`src/rtl/irq_ctl_pkg.sv`:
```
package irq_ctl_pkg;

  // Pending-register behaviour chosen at build time
  typedef enum logic [1:0] {
    IRQ_MODE_LEVEL  = 2'd0,
    IRQ_MODE_EDGE   = 2'd1,
    IRQ_MODE_LEGACY = 2'd2
  } irq_mode_e;

  // Strobes from control to datapath
  typedef struct packed {
    logic maskWr;
    logic statusWr;
    logic readStatus;
  } reg_strobe_t;

endpackage

```
`src/rtl/irq_ctl_ctrl.sv`:
```
module irq_ctl_ctrl
  import irq_ctl_pkg::*;
(
  input  logic        regSel,
  input  logic        regWe,
  output reg_strobe_t strobe
);

  always_comb begin
    strobe            = '0;
    strobe.readStatus = regSel;
    strobe.maskWr     = regWe && !regSel;
    strobe.statusWr   = regWe && regSel;
  end

endmodule

```
`src/rtl/irq_ctl_dpath.sv`:
```
module irq_ctl_dpath
  import irq_ctl_pkg::*;
#(
  parameter int        NUM_LINES = 32,
  parameter irq_mode_e MODE      = IRQ_MODE_EDGE
) (
  input  logic                 clk,
  input  logic                 rst_n,
  input  logic [NUM_LINES-1:0] irqIn,
  input  reg_strobe_t          strobe,
  input  logic [NUM_LINES-1:0] regWdata,
  output logic [NUM_LINES-1:0] regRdata,
  output logic                 cpuIrq,
  output logic [NUM_LINES-1:0] maskQ,
  output logic [NUM_LINES-1:0] statusQ,
  output logic [NUM_LINES-1:0] syncQ
);

  localparam logic [NUM_LINES-1:0] ZERO_VEC = '0;

  // Input capture stage
  always_ff @(posedge clk) begin
    if (!rst_n) syncQ <= ZERO_VEC;
    else        syncQ <= irqIn;
  end

  // Enable register
  always_ff @(posedge clk) begin
    if (!rst_n)             maskQ <= ZERO_VEC;
    else if (strobe.maskWr) maskQ <= regWdata;
  end

  // Pending register, one variant per mode
  generate
    if (MODE == IRQ_MODE_LEVEL) begin : g_level
      assign statusQ = syncQ;
    end else begin : g_latch
      logic [NUM_LINES-1:0] setVec;
      logic [NUM_LINES-1:0] clrVec;
      logic [NUM_LINES-1:0] statusR;

      if (MODE == IRQ_MODE_EDGE) begin : g_edge
        logic [NUM_LINES-1:0] prevQ;
        always_ff @(posedge clk) begin
          if (!rst_n) prevQ <= ZERO_VEC;
          else        prevQ <= syncQ;
        end
        assign setVec = syncQ & ~prevQ;
        assign clrVec = strobe.statusWr ? regWdata : ZERO_VEC;
      end else begin : g_legacy
        assign setVec = syncQ;
        assign clrVec = strobe.statusWr ? ~regWdata : ZERO_VEC;
      end

      // set dominates a simultaneous clear
      always_ff @(posedge clk) begin
        if (!rst_n) statusR <= ZERO_VEC;
        else        statusR <= (statusR & ~clrVec) | setVec;
      end
      assign statusQ = statusR;
    end
  endgenerate

  // Registered request to the core
  always_ff @(posedge clk) begin
    if (!rst_n) cpuIrq <= 1'b0;
    else        cpuIrq <= |(statusQ & maskQ);
  end

  assign regRdata = strobe.readStatus ? statusQ : maskQ;

endmodule

```
`src/rtl/irq_latch_ctrl.sv`:
```
module irq_latch_ctrl
  import irq_ctl_pkg::*;
#(
  parameter int        NUM_LINES = 32,
  parameter irq_mode_e MODE      = IRQ_MODE_EDGE
) (
  input  logic                 clk,
  input  logic                 rst_n,
  input  logic [NUM_LINES-1:0] irqIn,
  input  logic                 regSel,
  input  logic                 regWe,
  input  logic [NUM_LINES-1:0] regWdata,
  output logic [NUM_LINES-1:0] regRdata,
  output logic                 cpuIrq
);

  reg_strobe_t          strobe;
  logic [NUM_LINES-1:0] maskQ;
  logic [NUM_LINES-1:0] statusQ;
  logic [NUM_LINES-1:0] syncQ;

  irq_ctl_ctrl u_ctrl (
    .regSel (regSel),
    .regWe  (regWe),
    .strobe (strobe)
  );

  irq_ctl_dpath #(
    .NUM_LINES (NUM_LINES),
    .MODE      (MODE)
  ) u_dpath (
    .clk      (clk),
    .rst_n    (rst_n),
    .irqIn    (irqIn),
    .strobe   (strobe),
    .regWdata (regWdata),
    .regRdata (regRdata),
    .cpuIrq   (cpuIrq),
    .maskQ    (maskQ),
    .statusQ  (statusQ),
    .syncQ    (syncQ)
  );

endmodule

```
`config.mk`:
```
export PLATFORM = sky130hd
export DESIGN_NAME = irq_latch_ctrl
export DESIGN_NICKNAME = d
export VERILOG_FILES = /design/src/rtl/irq_ctl_pkg.sv /design/src/rtl/irq_ctl_ctrl.sv /design/src/rtl/irq_ctl_dpath.sv /design/src/rtl/irq_latch_ctrl.sv
export SDC_FILE = /design/constraint.sdc
export NUM_CORES = 1
export LEC_CHECK = 0
export ABC_AREA = 1
export BUFFER_PORTS_ARGS = -buffer_cell sky130_fd_sc_hd__buf_2
export CAP_MARGIN = 15
export CORE_MARGIN = 2
export CORE_UTILIZATION = 38
export CTS_CLUSTER_DIAMETER = 60
export DETAILED_ROUTE_END_ITERATION = 10
export PLACE_DENSITY = 0.63
export RECOVER_POWER = 50
export SYNTH_ARGS = -nofsm -noshare
export SYNTH_HDL_FRONTEND = slang
export SYNTH_SLANG_ARGS = --single-unit
```
`constraint.sdc`:
```
create_clock -name clk -period 2.1 [get_ports clk]
set_input_delay 0.21 -clock clk [delete_from_list [all_inputs] [get_ports clk]]
set_output_delay 0.21 -clock clk [all_outputs]
set_load 0.1 [all_outputs]
```
-- After elaboration in Yosys (flattened, before gate mapping)
Index checks and enable logic that the tools add are counted.
- logic and storage cells: 17
- bits of input ports: 68
- output and inout bits: 33
- register bits: 129
- multiplexer cells: 2
- bitwise gates (word level): 6
- reductions and logical operators: 4
- operator list (operator ; number):
    $and 32x32->32 ; 3
    $mux 32 ; 2
    $not 32->32 ; 2
    $or 32x32->32 ; 1
    $reduce_or 32->1 ; 1
    $logic_and 1x1->1 ; 2
    $logic_not 1->1 ; 1

-- Depth between registers and ports, before layout
Gate-level depths: netlist of run 1.
- word-level depth: 5
- depth in mapped cells: 7
- depth with buffers taken out: 6

-- Hierarchy
A second synthesis of run 1 with hierarchy kept.
- cell total of the unflattened synthesis: 547
- area, all modules: 4926.0 sq um
- modules (own cells, without submodules) (module ; instances ; sequential area each (sq um) ; area each (sq um) ; cells an instance):
    irq_ctl_dpath ; 1 ; 2582.5 ; 4901.0 ; 542
    irq_ctl_ctrl ; 1 ; 0.0 ; 25.0 ; 5

-- Worst setup path before layout of run 1
No wires, ideal clock.
- kind: input to output
- from: in regSel
- to: out regRdata[10]
- buffers on the path: 2
- slack: 0.620 ns
- arrival time: 1.270 ns
- stages: 5
- data required time: 1.890 ns
- cell sequence: buf_6 > inv_4 > buf_2 > nand2_1 > nand2_1
- cells in the longest elaborated chain, start to end: 1
- ends and longest elaborated chain (item ; RTL line ; text):
    start, declared ; irq_latch_ctrl.sv:10 ; input logic regSel,
    $mux 32 ; irq_ctl_dpath.sv:70 ; assign regRdata = strobe.readStatus ? statusQ : maskQ;
    end, declared ; irq_latch_ctrl.sv:13 ; output logic [NUM_LINES-1:0] regRdata,
Every way passes these cells.

-- Worst setup path in the final report of run 1
- from: reg u_dpath.g_latch.statusR[23] (netlist: u_dpath.statusQ[23])
- to: out regRdata[23]
- cells in the longest elaborated chain, start to end: 1
- ends and longest elaborated chain (item ; RTL line ; text):
    start, declared ; irq_ctl_dpath.sv:40 ; logic [NUM_LINES-1:0] statusR;
    start signal, assigned ; irq_ctl_dpath.sv:58 ; else statusR <= (statusR & ~clrVec) | setVec;
    $mux 32 ; irq_ctl_dpath.sv:70 ;
Every way passes these cells.

==> results_dict.tcl, run 1 <==
set metrics [dict create \
    drt_iter0_drc 201 \
    post-dp-hpwl_mm 7.68 \
    syn_to_final_growth_pct 30.4 \
    globalRouteOverflowTotal 0 \
    seqPwrFrac_pct 41.1 \
    max_clock_freq_mhz 597 \
    buffer_ports.inserted 100 \
    root_buffer "sky130_fd_sc_hd__clkbuf_16" \
    post_cts_resized 0 \
    max_fanout_on_critical_path 3 \
    totalWireLength_mm 11.1 \
    gpl.final_weighted_congestion 0.792 \
    p_switching_w 0.00174 \
    critical_path.endpoint_type "primary output" \
    final_critical_path_setup_slack_ns 0.426 \
    timing.setup.critical_path_class "reg -> out" \
    clkSinkCount 129 \
    hold_viol 0 \
    fin_setup_tns_ns 0 \
    die_area_mm2 0.0136 \
    syn_inst 633 \
    ys.warnings.count 0 \
    tightest_slew_ns 1.01 \
    synthMostInstantiatedCell "sky130_fd_sc_hd__nand2_1" \
    cts-root-to-sink-buffers 2 \
    antenna_found_initial 1 \
    report.final.slew_viol_count 0 \
    synth_top_cells_by_area "sky130_fd_sc_hd__dfxtp_1, sky130_fd_sc_hd__nand2_1, sky130_fd_sc_hd__inv_1" \
    post-synth-top-area-fraction_pct 53.8 \
    final.period_utilization_pct 79.7 \
    synth_common_cells "sky130_fd_sc_hd__nand2_1, sky130_fd_sc_hd__dfxtp_1, sky130_fd_sc_hd__inv_1, sky130_fd_sc_hd__o21ai_0, sky130_fd_sc_hd__nor2_1" \
    fp-row-count 41 \
    gate_power_share_pct 13.9 \
    clock_power_share_pct 44.9 \
    synth-main-ff-cell "sky130_fd_sc_hd__dfxtp_1" \
    grt_use_total_pct 17.5 \
    status "finished clean" \
    detailedRoute.firstPassIterationCount 4 \
    chip_height_um 116 \
    via_per_inst 4.50 \
    detail-route-antenna-nets 0 \
    worst_ep_required_time_ns 1.89 \
    finalSetupViolCount 0 \
    totalPowerFinal_w 0.00653 \
    worst_setup_path_start_kind "register" \
    drc 0 \
    core_mm2 0.0125 \
    powerDensity_mw_per_mm2 1040 \
    wl_per_cell_um 11.8 \
    synth_edf_count 0 \
    netlist_area_mm2 0.00480 \
    clock_insertion_delay_worst_skew_ns 0.41 \
    clock-skew-final_ns 0.00454 \
    synth_area_per_cell_um2 7.59 \
    irDropWorstVdd_v 0.000868 \
    unrepaired_setup_endpoints_after_global_routing "no" \
    clock_pin_slew_of_the_registers_on_the_worst_case_setup_and_hold_paths_ns 0.05 \
    die_x_um 116 \
    dpl_worst_slack_ns 0.476 \
    internal_power_w 0.00479 \
    grt_start_max_net_pins 55 \
    synth.net_count 701 \
    drive_above_1_share_pct 19.7 \
    nets 824 \
    post-cts-setup-buffer-count 0 \
    io_pins 101 \
    cap_viol_max_count 0 \
    via_count 4236 \
    power_switching_share_pct 26.6 \
    cts-htree-levels 4 \
    min-delay-path-class "in -> reg" \
    power_leakage_nw 3.34 \
    hold_slack_ns 0.00728 \
    tritoncts.num_buffers 17 \
    filler_cell_count 1212 \
    arrival_ns 1.46 \
    number_of_global_route_vias_before_repair 4053 \
    post_synth_num_cell_types 19 \
    min_period_ns 1.67 \
    wire_length_of_the_first_global_routing_pass_mm 18.3 \
    seq_area_frac_synth_pct 53.8 \
    post-synth-top-area-cell "sky130_fd_sc_hd__dfxtp_1" \
    asyncSetResetFlopFracSynth_pct 0 \
    tritoncts "built" \
    timing.slew.headroom_pct 33.0 \
    yosys_register_bits 129 \
    floorplan.initialDensity_pct 38.5 \
]
stage by stage:
step                      util (%)  area, um^2  std cells
final                         50.3        6260        941
after global placement        43.1        5370        879
after detailed placement      43.1        5370        879
after CTS                     50.3        6270        940
after global routing          50.2        6260        940
after floorplan                  -        4800        633
power by group through the flow:
stage / Combinational (W) / Clock, W / Sequential, W
2_1_floorplan: 0.000670 / 0 / 0.00274
3_3_place_gp: 0.000864 / 0 / 0.00273
3_5_place_dp: 0.000874 / 0 / 0.00274
4_1_cts: 0.000919 / 0.00299 / 0.00268
5_1_grt: 0.000987 / 0.00309 / 0.00270
6_report: 0.000911 / 0.00293 / 0.00269
registers in the layout, summed over array words and instances, names as in the netlist:
name,cells
u_dpath.g_latch.g_edge.prevQ,32
u_dpath.maskQ,32
u_dpath.statusQ,32
u_dpath.cpuIrq,1
u_dpath.syncQ,32
routing by layer:
metal  global-route usage, %  routed length, um  vias to the layer above
met1                    21.3               5310                     1915
li1                        -                  -                     2205
met5                       0                  0                        -
met4                    7.86                204                        0
met3                    5.66                561                       19
met2                    28.3               5050                       97
final cells by class:
type | count | area (um^2) | share of cell area (%)
multi-input combinational | 393 | 1720 | 27.4
clock inverter | 4 | 70.1 | 1.12
sequential | 129 | 2580 | 41.2
tap | 172 | 215 | 3.44
clock buffer | 27 | 533 | 8.51
antenna | 1 | 2.50 | 0.0399
timing repair buffer | 136 | 838 | 13.4
inverter | 79 | 304 | 4.85
cell families (layout without fill, tap and decap cells):
group / count (synthesis) / after routing / share of synthesized area, %
AO/OA/AOI/OAI: 89 / 89 / 10.8
buffers and inverters: 111 / 246 / 10.5
flip-flops: 129 / 129 / 53.8
other: 0 / 1 / 0
AND/OR/NAND/NOR: 304 / 304 / 24.9
worst paths after layout:
check | slack [ns] | cells after the start | endpoint | startpoint
min reg2reg | 0.41 | 1 | u_dpath.statusQ[6] | u_dpath.g_latch.g_edge.prevQ[6]
min | 0.007 | 3 | u_dpath.syncQ[28] | irqIn[28]
max | 0.43 | 3 | regRdata[23] | u_dpath.statusQ[23]
max reg2reg | 1.08 | 6 | u_dpath.cpuIrq | u_dpath.statusQ[5]
worst max-delay path: stages, from the launching register on:
cell and delay (ns):
sky130_fd_sc_hd__dfxtp_1 0.39, sky130_fd_sc_hd__nand2_1 0.11, sky130_fd_sc_hd__nand2_1 0.12, sky130_fd_sc_hd__buf_2 0.43
layout by cell type (no fill, tap or decap), types with 2 or more instances in the layout:
| cell | n |
|---|---|
| sky130_fd_sc_hd__nand2_1 | 213 |
| sky130_fd_sc_hd__dfxtp_1 | 129 |
| sky130_fd_sc_hd__buf_2 | 99 |
| sky130_fd_sc_hd__inv_1 | 77 |
| sky130_fd_sc_hd__o21ai_0 | 54 |
| sky130_fd_sc_hd__nor2_1 | 50 |
| sky130_fd_sc_hd__nand3_1 | 40 |
| sky130_fd_sc_hd__dlygate4sd3_1 | 30 |
| sky130_fd_sc_hd__clkbuf_16 | 17 |
| sky130_fd_sc_hd__o22ai_1 | 12 |
| sky130_fd_sc_hd__o21ai_2 | 8 |
| sky130_fd_sc_hd__a21oi_2 | 8 |
| sky130_fd_sc_hd__clkbuf_8 | 7 |
| sky130_fd_sc_hd__a21oi_1 | 5 |
| sky130_fd_sc_hd__clkbuf_1 | 5 |
| sky130_fd_sc_hd__buf_4 | 4 |
| sky130_fd_sc_hd__o21ai_1 | 2 |
| sky130_fd_sc_hd__clkinv_2 | 2 |
| sky130_fd_sc_hd__bufinv_16 | 2 |
repair_timing:
action / in CTS / in global routing
setup endpoints to repair: 0 / 0
hold buffers: 30 / 0
endpoints found under the hold margin: 30 / 0
Power figures use the tool's default switching activity.
==> run 2, diff against run 1 <==
PLACE_DENSITY = 0.65   (was 0.63)
clock period = 1.4 ns   (was 2.1 ns; I/O delays follow)
==> run 2 against run 1 <==
Total power is 54% higher. Via count rose by 4.5%. Critical path depth fell by 2. Non-clock buffer count is 22 higher. Worst setup slack got worse by 0.36 ns. Register-to-register slack got worse by 0.69 ns. Clock skew grew 0.00053 ns. Sequential share of layout area decreased by 4.0 points. Routed wire length up 6.6%. First-iteration DRC count is 15% lower. Final cell count is 2.3% higher. Combinational power increased by 86%. Critical path type unchanged. Critical endpoint is now cpuIrq.
==> results_dict.tcl, run 2 (synthesis results as in run 1) <==
set metrics [dict create \
    footprint_of_the_multi_input_gates_mm2 0.00172 \
    buffer_ports.inserted 100 \
    globalRouteOverflowTotal 0 \
    tritoncts.num_buffers 17 \
    cpMaxStageDelayCell "sky130_fd_sc_hd__buf_2" \
    antennaDiodeCount 0 \
    wire_length_of_the_first_global_routing_pass_mm 19.3 \
    reg2reg_setup_slack_ns 0.39 \
    irDropWorstVdd_v 0.000773 \
    timing.slew.headroom_pct 54.0 \
    fin_setup_tns_ns 0 \
    cap_viol_max_count 0 \
    worst_setup_path_start_kind "register" \
    drt_iter0_drc 171 \
    min-delay-path-class "in -> reg" \
    power_switching_share_pct 27.8 \
    worstPathCellList "buf_2" \
    hold_viol 0 \
    grt_use_total_pct 18.4 \
    worst_ep_required_time_ns 1.26 \
    grt_start_max_net_pins 45 \
    clock_power_share_pct 43.3 \
    critical_path.endpoint_type "primary output" \
    tightest_slew_ns 0.690 \
    filler_cell_count 1114 \
    via_per_inst 4.60 \
    fp-row-count 41 \
    unrepaired_setup_endpoints_after_global_routing "no" \
    critical_path.n_buffers_inverters 1 \
    internal_power_w 0.00728 \
    power_leakage_nw 3.54 \
    final.period_utilization_pct 94.9 \
    core_mm2 0.0125 \
    drive_above_1_share_pct 20.5 \
    number_of_global_route_vias_before_repair 4171 \
    detail-route-antenna-nets 0 \
    io_pins 101 \
    die_x_um 116 \
    arrival_ns 1.19 \
    wl_per_cell_um 12.3 \
    gpl.final_weighted_congestion 0.827 \
    die_area_mm2 0.0136 \
    syn_to_final_growth_pct 44.5 \
    floorplan.initialDensity_pct 38.5 \
    antenna_found_initial 0 \
    detailedRoute.firstPassIterationCount 4 \
    post-cts-setup-buffer-count 0 \
    max_clock_freq_mhz 752 \
    gate_power_share_pct 16.8 \
    drc 0 \
    seqPwrFrac_pct 40.0 \
    totalPowerFinal_w 0.0101 \
    powerDensity_mw_per_mm2 1450 \
    max_fanout_on_critical_path 1 \
    cts-root-to-sink-buffers 2 \
    tritoncts "built" \
    totalWireLength_mm 11.9 \
    timing.setup.critical_path_class "reg -> out" \
    post-dp-hpwl_mm 8.03 \
    p_switching_w 0.00281 \
    finalSetupViolCount 0 \
    nets 846 \
    chip_height_um 116 \
    max_stage_delay_ns 0.44 \
    cts-htree-levels 4 \
    root_buffer "sky130_fd_sc_hd__clkbuf_16" \
    mostFrequentLayoutCell "sky130_fd_sc_hd__nand2_1" \
    layout_common_cells "sky130_fd_sc_hd__nand2_1, sky130_fd_sc_hd__dfxtp_1, sky130_fd_sc_hd__inv_1" \
    via_count 4427 \
    clock_pin_slew_of_the_registers_on_the_worst_case_setup_and_hold_paths_ns 0.05 \
    report.final.slew_viol_count 0 \
    status "finished clean" \
    clkSinkCount 129 \
    register_area_mm2 0.00258 \
    min_period_ns 1.33 \
    clock_insertion_delay_worst_skew_ns 0.41 \
    timing.critical_path.max_delay_family "buffers and inverters" \
    clock-skew-final_ns 0.00507 \
]
-- run 2: power by group through the flow --
stage | Combinational (W) | Clock (W) | Sequential [W]
after detailed placement | 0.00161 | 0 | 0.00410
final | 0.00169 | 0.00436 | 0.00403
after global routing | 0.00181 | 0.00462 | 0.00405
after CTS | 0.00171 | 0.00443 | 0.00403
after global placement | 0.00159 | 0 | 0.00410
after floorplan | 0.00100 | 0 | 0.00411
-- run 2: worst paths after layout --
path	from	end	cells past startpoint
max	u_dpath.cpuIrq	cpuIrq	1
min	regWdata[19]	u_dpath.maskQ[19]	3
max reg2reg	u_dpath.statusQ[8]	u_dpath.cpuIrq	6
min reg2reg	u_dpath.g_latch.g_edge.prevQ[31]	u_dpath.statusQ[31]	1
-- run 2: layout make-up --
type                       count  area share [%]
tap                          172            3.10
multi-input combinational    393            24.7
timing repair buffer         158            21.9
sequential                   129            37.2
inverter                      79            4.38
clock inverter                12            1.91
clock buffer                  20            6.72
-- run 2: layer usage --
metal | global-route usage (%) | up-vias | wire length [um]
met5 | 0 | - | 0
met4 | 6.67 | 0 | 157
met3 | 4.83 | 18 | 555
met2 | 30.6 | 119 | 5720
met1 | 23.0 | 2043 | 5430
li1 | - | 2247 | -
-- run 2: repair_timing --
item                                    4_1_cts  5_1_grt
resized for setup                             0        1
hold buffers                                 46        0
endpoints found under the hold margin        46        0
endpoints found under the setup margin        0        1
-- run 2: per-stage QoR --
step / setup slack (ns) / hold slack (ns) / std cells / area, um^2 / util [%]
floorplan: 0.0596 / 0.238 / 633 / 4800 / -
global placement: 0.189 / 0.321 / 885 / 5910 / 47.4
detailed placement: 0.145 / 0.326 / 885 / 5910 / 47.4
CTS: 0.0480 / 0.000313 / 963 / 6970 / 55.9
global route: 0.0212 / 0.00613 / 963 / 6940 / 55.7
finish: 0.0708 / 0.00900 / 963 / 6940 / 55.7
-- run 2: worst register-to-register path: cells and delay by family (launching register included) --
family	cells	cell delay, ns
flip-flops	1	0.34
AO/OA/AOI/OAI	1	0.07
AND/OR/NAND/NOR	5	0.47
